### src/rtl/pm_ctrl_pkg.sv
package pm_ctrl_pkg;
  typedef struct packed {
    logic wrStore;
    logic setSci;
    logic clrSci;
    logic forceSci;
  } ctrlStrobes_t;

  typedef enum logic [1:0] {
    ACT_NONE    = 2'd0,
    ACT_OFF     = 2'd1,
    ACT_SUSPEND = 2'd2,
    ACT_HIBER   = 2'd3
  } sleepAct_e;
endpackage

### src/rtl/pm_ctrl_dp.sv
module pm_ctrl_dp
  import pm_ctrl_pkg::*;
#(
  parameter int DATA_W     = 16,
  parameter int SLP_EN_BIT = 13,
  parameter int SCI_BIT    = 0
) (
  input  logic                clk,
  input  logic                rstN,
  input  logic                hwOnlyMode,
  input  ctrlStrobes_t        strobes,
  input  logic [$clog2(DATA_W/8)-1:0] wrOffset,
  input  logic                wrHalf,
  input  logic [DATA_W-1:0]   wrData,
  input  logic [$clog2(DATA_W/8)-1:0] rdOffset,
  output logic [DATA_W-1:0]   mergedVal,
  output logic [DATA_W-1:0]   ctrlQ,
  output logic [DATA_W-1:0]   rdData
);
  localparam int BYTE_W    = 8;
  localparam int NUM_BYTES = DATA_W / BYTE_W;
  localparam int OFS_W     = $clog2(NUM_BYTES);
  localparam logic [DATA_W-1:0] SLP_MASK = DATA_W'(1) << SLP_EN_BIT;

  logic fullWrite;
  assign fullWrite = wrHalf && (wrOffset == '0);

  for (genvar i = 0; i < NUM_BYTES; i++) begin : g_lane
    always_comb begin
      if (fullWrite)
        mergedVal[i*BYTE_W +: BYTE_W] = wrData[i*BYTE_W +: BYTE_W];
      else if (OFS_W'(i) == wrOffset)
        mergedVal[i*BYTE_W +: BYTE_W] = wrData[BYTE_W-1:0];
      else if (OFS_W'(i) < wrOffset)
        mergedVal[i*BYTE_W +: BYTE_W] = ctrlQ[i*BYTE_W +: BYTE_W];
      else
        mergedVal[i*BYTE_W +: BYTE_W] = '0;
    end
  end

  logic [DATA_W-1:0] ctrlD;
  always_comb begin
    ctrlD = ctrlQ;
    if (strobes.wrStore) ctrlD = mergedVal & ~SLP_MASK;
    if (strobes.forceSci)    ctrlD[SCI_BIT] = 1'b1;
    else if (strobes.setSci) ctrlD[SCI_BIT] = 1'b1;
    else if (strobes.clrSci) ctrlD[SCI_BIT] = 1'b0;
  end

  always_ff @(posedge clk) begin
    if (!rstN) begin
      ctrlQ          <= '0;
      ctrlQ[SCI_BIT] <= hwOnlyMode;
    end else begin
      ctrlQ <= ctrlD;
    end
  end

  assign rdData = ctrlQ >> (BYTE_W * int'(rdOffset));
endmodule

### src/rtl/pm_ctrl_ctl.sv
module pm_ctrl_ctl
  import pm_ctrl_pkg::*;
#(
  parameter int DATA_W     = 16,
  parameter int SLP_EN_BIT = 13,
  parameter int TYP_LSB    = 10,
  parameter int TYP_W      = 3
) (
  input  logic               clk,
  input  logic               rstN,
  input  logic               hwOnlyMode,
  input  logic [TYP_W-1:0]   hibernateCode,
  input  logic               wrEn,
  input  logic [DATA_W-1:0]  mergedVal,
  input  logic               sciEnReq,
  input  logic               sciDisReq,
  output ctrlStrobes_t       strobes,
  output logic               powerOffPulse,
  output logic               suspendPulse,
  output logic               hibernatePulse
);
  localparam logic [TYP_W-1:0] TYP_OFF = TYP_W'(0);
  localparam logic [TYP_W-1:0] TYP_SUS = TYP_W'(1);

  logic [TYP_W-1:0] sleepTyp;
  sleepAct_e        actD;

  assign sleepTyp = mergedVal[TYP_LSB +: TYP_W];

  always_comb begin
    strobes.wrStore  = wrEn;
    strobes.forceSci = hwOnlyMode;
    strobes.setSci   = !hwOnlyMode && sciEnReq;
    strobes.clrSci   = !hwOnlyMode && sciDisReq && !sciEnReq;
  end

  always_comb begin
    actD = ACT_NONE;
    if (wrEn && mergedVal[SLP_EN_BIT]) begin
      if (sleepTyp == TYP_OFF)            actD = ACT_OFF;
      else if (sleepTyp == TYP_SUS)       actD = ACT_SUSPEND;
      else if (sleepTyp == hibernateCode) actD = ACT_HIBER;
    end
  end

  always_ff @(posedge clk) begin
    if (!rstN) begin
      powerOffPulse  <= 1'b0;
      suspendPulse   <= 1'b0;
      hibernatePulse <= 1'b0;
    end else begin
      powerOffPulse  <= (actD == ACT_OFF);
      suspendPulse   <= (actD == ACT_SUSPEND);
      hibernatePulse <= (actD == ACT_HIBER);
    end
  end
endmodule

### src/rtl/pm_ctrl_reg.sv
module pm_ctrl_reg
  import pm_ctrl_pkg::*;
#(
  parameter int DATA_W     = 16,
  parameter int SLP_EN_BIT = 13,
  parameter int TYP_LSB    = 10,
  parameter int TYP_W      = 3,
  parameter int SCI_BIT    = 0
) (
  input  logic              clk,
  input  logic              rstN,
  input  logic              hwOnlyMode,
  input  logic [TYP_W-1:0]  hibernateCode,
  input  logic              wrEn,
  input  logic              wrOffset,
  input  logic              wrHalf,
  input  logic [DATA_W-1:0] wrData,
  input  logic              rdOffset,
  output logic [DATA_W-1:0] rdData,
  input  logic              sciEnReq,
  input  logic              sciDisReq,
  output logic              powerOffPulse,
  output logic              suspendPulse,
  output logic              hibernatePulse
);
  ctrlStrobes_t      strobes;
  logic [DATA_W-1:0] mergedVal;
  logic [DATA_W-1:0] ctrlQ;

  pm_ctrl_ctl #(
    .DATA_W(DATA_W), .SLP_EN_BIT(SLP_EN_BIT), .TYP_LSB(TYP_LSB), .TYP_W(TYP_W)
  ) u_ctl (
    .clk(clk), .rstN(rstN), .hwOnlyMode(hwOnlyMode),
    .hibernateCode(hibernateCode), .wrEn(wrEn), .mergedVal(mergedVal),
    .sciEnReq(sciEnReq), .sciDisReq(sciDisReq), .strobes(strobes),
    .powerOffPulse(powerOffPulse), .suspendPulse(suspendPulse),
    .hibernatePulse(hibernatePulse)
  );

  pm_ctrl_dp #(
    .DATA_W(DATA_W), .SLP_EN_BIT(SLP_EN_BIT), .SCI_BIT(SCI_BIT)
  ) u_dp (
    .clk(clk), .rstN(rstN), .hwOnlyMode(hwOnlyMode), .strobes(strobes),
    .wrOffset(wrOffset), .wrHalf(wrHalf), .wrData(wrData),
    .rdOffset(rdOffset), .mergedVal(mergedVal), .ctrlQ(ctrlQ), .rdData(rdData)
  );
endmodule

### config.mk
export PLATFORM = sky130hd
export DESIGN_NAME = pm_ctrl_reg
export DESIGN_NICKNAME = d
export VERILOG_FILES = /design/src/rtl/pm_ctrl_pkg.sv /design/src/rtl/pm_ctrl_dp.sv /design/src/rtl/pm_ctrl_ctl.sv /design/src/rtl/pm_ctrl_reg.sv
export SDC_FILE = /design/constraint.sdc
export NUM_CORES = 1
export LEC_CHECK = 0
export ABC_AREA = 1
export CORE_ASPECT_RATIO = 1.25
export CORE_MARGIN = 1
export CORE_UTILIZATION = 42
export CTS_BUF_LIST = sky130_fd_sc_hd__clkbuf_2
export DETAILED_ROUTE_END_ITERATION = 16
export GPL_ROUTABILITY_DRIVEN = 0
export GPL_TIMING_DRIVEN = 0
export PLACE_DENSITY_LB_ADDON = 0.08
export SYNTH_ARGS = -nofsm -noshare
export SYNTH_HDL_FRONTEND = slang
export SYNTH_SLANG_ARGS = --single-unit
### constraint.sdc
create_clock -name clk -period 1.3 [get_ports clk]
set_clock_uncertainty 0.1 [all_clocks]
set_input_delay 0.13 -clock clk [delete_from_list [all_inputs] [get_ports clk]]
set_output_delay 0.13 -clock clk [all_outputs]
set_load 0.01 [all_outputs]
After elaboration in Yosys (flattened, before gate mapping) --
Index checks and enable logic that the tools add are counted.
Word-level totals: register bits 18, input bits 28, output and inout bits 19, word-level logic and storage cells 46
Cells by class: $lt $le $gt $ge 2, eq/ne operators 9, shift operators 1, mux-type cells 15, bitwise logic cells 1, reduce and logical (&&, ||, !) cells 11
Operators with widths (number):
- 2-to-1 mux 8 bit | 6
- right shift 16 x 4 -> 16 bit | 1
- 2-to-1 mux 2 bit | 4
- != test 7 x 6 -> 1 bit, second input constant | 1
- != test 3 x 2 -> 1 bit, second input constant | 2
- AND reduction 2 bit | 3
- logical AND 1 bit | 5
- 2-to-1 mux 1 bit | 5
- != test 5 x 1 -> 1 bit, second input constant | 1
- == test 2 bit, second input constant | 2
- == test 3 x 1 -> 1 bit, second input constant | 1
- == test 3 bit | 1
- logical NOT 3 bit | 1
- == test 2 x 1 -> 1 bit, second input constant | 1
- logical NOT 1 bit | 2
- < comparator 1 bit, first input constant | 2
- inverter 1 bit | 1

Depth between registers and ports, before layout --
depth in word-level cells 10, depth in mapped cells 9, mapped depth without buffers 9

Modules after synthesis --
Synthesis repeated with hierarchy kept, for this count alone.
Unflattened totals: cells, all modules 206, area total of the unflattened synthesis 1260.0 sq um
Modules (own cells, without submodules):
- pm_ctrl_dp | times used 1, cells each 172, area each 1053.5 sq um, sequential area each 310.3 sq um
- pm_ctrl_ctl | times used 1, cells each 34, area each 206.4 sq um, sequential area each 60.1 sq um

Worst setup path after synthesis --
OpenSTA, ideal clock, no wires.
path kind input to register, start point input port wrOffset, end point register u_dp.ctrlQ[0] (enable), setup time 0.296 ns, data arrival time 0.695 ns, data required time 0.904 ns, slack 0.209 ns, stages 4, path buffers 1, cells stage by stage buf_6 > nor2_4 > clkinv_1 > nand3_1
Between the ends: longest elaborated chain between the ends 4, elaborated cells between the ends (all ways) 5, classes of those cells order compare: 1; eq/ne: 1; bitwise: 1; reduce/logical: 2
RTL lines:
- start, declared | line pm_ctrl_reg.sv:15 | input logic wrOffset,
- inverter 1 bit
- logical AND 1 bit | line pm_ctrl_dp.sv:26 | assign fullWrite = wrHalf && (wrOffset == '0);
- != test 7 x 6 -> 1 bit (no source line) (*)
- AND reduction 2 bit (no source line) (*)
- end signal, assigned by index | line pm_ctrl_dp.sv:53 | ctrlQ[SCI_BIT] <= hwOnlyMode;
- end signal, assigned | line pm_ctrl_dp.sv:55 | ctrlQ <= ctrlD;
- end, declared | line pm_ctrl_dp.sv:17 | output logic [DATA_W-1:0] ctrlQ,
Mark *: on every way between the ends. The rest lies on a longest branch, timed or not. A chain may end at the register's enable or synchronous reset.

Worst setup path after layout --
start point input port wrEn, end point register u_dp.ctrlQ[0] (enable)
Between the ends: longest elaborated chain between the ends 2
RTL lines:
- start, declared | line pm_ctrl_reg.sv:14 | input logic wrEn,
- != test 5 x 1 -> 1 bit (no source line)
- AND reduction 2 bit (no source line)
No other way between the ends.

==> results.tsv <==
metric	value	unit
outcome	finished, final reports clean	
ant_nets	0	
hp-class	in -> reg	
ys_async_sr_fraction	0	%
synth_xor_area_share	0	%
timing.final.crit_period	1.25	ns
yosys_warnings	0	
io_pins	47	
dr.first_iter.drc_count	11	
yosys.area_share.simple	31.2	%
die_w	45.3	µm
clk_pin_slew	0.17	ns
synth_top_cell_area_share	34.6	%
clkLatencyLatePin	0.29	ns
place_area	1470	µm²
design_area	1460	µm²
syn-cell-area	983	µm²
power.density	808	nW/µm²
ys_ff_latch	18	
tns	0	ns
r2r_end	u_dp.ctrlQ[15]$_SDFFE_PN0P_	
drc	0	
first_pass_iters	4	
vdd_drop_max	0.515	mV
cp-end-kind	flop	
postRouteWirelength	2660	µm
die_area	2540	µm²
grt_setup_unrepaired	true	
busiest_layer	met2	
antenna_found_initial	0	
syn_inst	145	
grt_start_max_net_pins	11	
diodes	0	
initial_core_util	44.5	%
max_freq	797	MHz
rr_worst_depth	2	
dp_hpwl	2060	µm
crit_type	in -> reg	
yosysMostFrequentCell	nor2_1	
avgSynthCellArea	6.78	µm²
viasPerCell	4.93	
yosys.area.top_type	dfxtp_1	
nets	225	
report.final.slew_viol_count	0	
min_path_cells	5	
finalSetupViolations	0	
htree_num_levels	1	
area_growth	48.9	%
core	2210	µm²
whs_endpoint	u_dp.ctrlQ[14]$_SDFFE_PN0P_	
grtUsageTotal	23.6	%
min_from	wrOffset	
cts_root_buf	clkbuf_2	
cts_sinks	18	
startpoint_type	primary input	
cts_tree	built	
grtUsageMet3	3.90	%
layout_setup_ws	0.0457	ns
chipHeight	56.1	µm
whs	0.246	ns
synth_fp_nets	173	
synth_top_family_by_area	simple AND/OR/NAND/NOR gates	
wl_per_cell	11.7	µm
synth-compound-area-share	19.5	%
synth_edf_count	1	
portBuffers	45	
muxShareOfSynthArea	0	%
ff2ff_setup_slack	0.44	ns
grt-ovfl-total	0	
synth.area.top_cells	dfxtp_1 (35%), nor2_1 (12%), nand2_1 (8.0%), a21oi_1 (7.6%), inv_1 (7.3%)	
rows	19	
cts-buffers-inserted	3	
ys_seq_area_share	37.7	%
cp.required	1.23	ns
max_cap_viol_count	0	
power_leakage	0.734	nW
path_max_fanout	9	
place_ws	-0.741	ns
synth.distinct_cells	25	
clockBufferDepth	2	
grt.met1_usage	25.4	%
final_layout_size_suffix_gt1_share	21.9	%
hold_viol	0	
ys_top_cells_by_count	nor2_1 (32), nand2_1 (21), inv_1 (19)	
grt_pass1_vias	1077	
period_share	96.5	%
ys.flop_type	dfxtp_1	
worstPathArrival	1.19	ns
total_power	1.18	mW
vias	1119	
synth_fa_ha_area_share	0	%
rr_startpoint	u_dp.ctrlQ[15]$_SDFFE_PN0P_	
grtUsageMet2	44.3	%
grt_pass1_wl	4450	µm
[critical path, cell delays in order]
cell             delay (ns)
clkdlybuf4s50_1        0.47
inv_1                  0.15
nor2_4                 0.16
clkinv_2               0.14
nand3_1                0.14
[flip-flops by register name (all words and copies together), names as in the netlist]
name	count
u_dp.ctrlQ	15
u_ctl.suspendPulse	1
u_ctl.powerOffPulse	1
u_ctl.hibernatePulse	1
[worst max path at each step]
stage          depth (start not counted)                 endpoint                         from  slack [ns]
4_1_cts                                3               rdData[12]  u_dp.ctrlQ[12]$_SDFFE_PN0P_       0.003
2_1_floorplan                          4  u_dp.ctrlQ[0]$_DFFE_PP_                     wrOffset        0.21
3_3_place_gp                           5                rdData[3]                     rdOffset       -0.73
6_report                               5  u_dp.ctrlQ[0]$_DFFE_PP_                         wrEn        0.05
3_5_place_dp                           5                rdData[3]                     rdOffset       -0.74
5_1_grt                                3                rdData[0]      u_dp.ctrlQ[0]$_DFFE_PP_       -0.02
[cells in the final DEF (no fill, tap or decap), types with 2 or more instances in the layout]
cell | Yosys | final
a221oi_1 | 4 | 4
clkdlybuf4s50_1 | 0 | 24
nor2_2 | 0 | 2
buf_6 | 1 | 2
nand3_1 | 7 | 6
clkbuf_2 | 0 | 13
a21oi_1 | 15 | 15
buf_4 | 1 | 3
nand2_1 | 21 | 19
o21ai_0 | 10 | 10
nor2_1 | 32 | 30
dlymetal6s2s_1 | 0 | 2
dfxtp_2 | 0 | 4
inv_1 | 19 | 18
nor3_1 | 2 | 2
dlygate4sd2_1 | 0 | 4
dfxtp_1 | 17 | 13
buf_2 | 2 | 7
nand2_2 | 2 | 4
[stage by stage]
step | utilization, % | instances
detailed placement | 66.6 | 221
finish | 66.2 | 227
global route | 66.2 | 227
CTS | 67.5 | 226
global placement | 66.6 | 221
floorplan | - | 145
[report_power, final]
group	switching, mW	leakage (nW)	internal (mW)	total (mW)
combinational	0.181	0.569	0.166	0.347
clock	0.165	0.0140	0.0669	0.232
sequential	0.0108	0.151	0.592	0.603
total	0.357	0.734	0.826	1.18
[what timing repair did]
action                                  CTS  global route
pin swaps                                 2             2
hold buffers                              0             0
setup buffers                             1             1
resized for setup                        41            31
hold endpoints to repair                  0             0
endpoints found under the setup margin   26            16
[kinds of logic (layout without fill, tap and decap cells)]
| family | count (synthesis) | in the layout |
|---|---|---|
| AOI/OAI and AO/OA | 32 | 32 |
| and+or+nand+nor | 68 | 68 |
| buffers and inverters | 26 | 77 |
| DFF | 18 | 18 |
| other | 1 | 1 |
[area by class of cell]
cell class / instances / area, µm²
timing repair buffer: 47 / 390
clock inverter: 1 / 3.75
fill: 216 / 747
buffer: 6 / 47.5
clock buffer: 3 / 15.0
sequential: 18 / 375
tap: 31 / 38.8
multi-input combinational: 101 / 517
inverter: 20 / 76.3
[layer usage]
metal  part of all wire [%]  vias to the layer above
met3                    3.8                        4
met5                      0                        -
met4                   0.94                        0
li1                       -                      563
met2                     55                       39
met1                     40                      513
No activity file was read; power rests on OpenSTA's default activity.
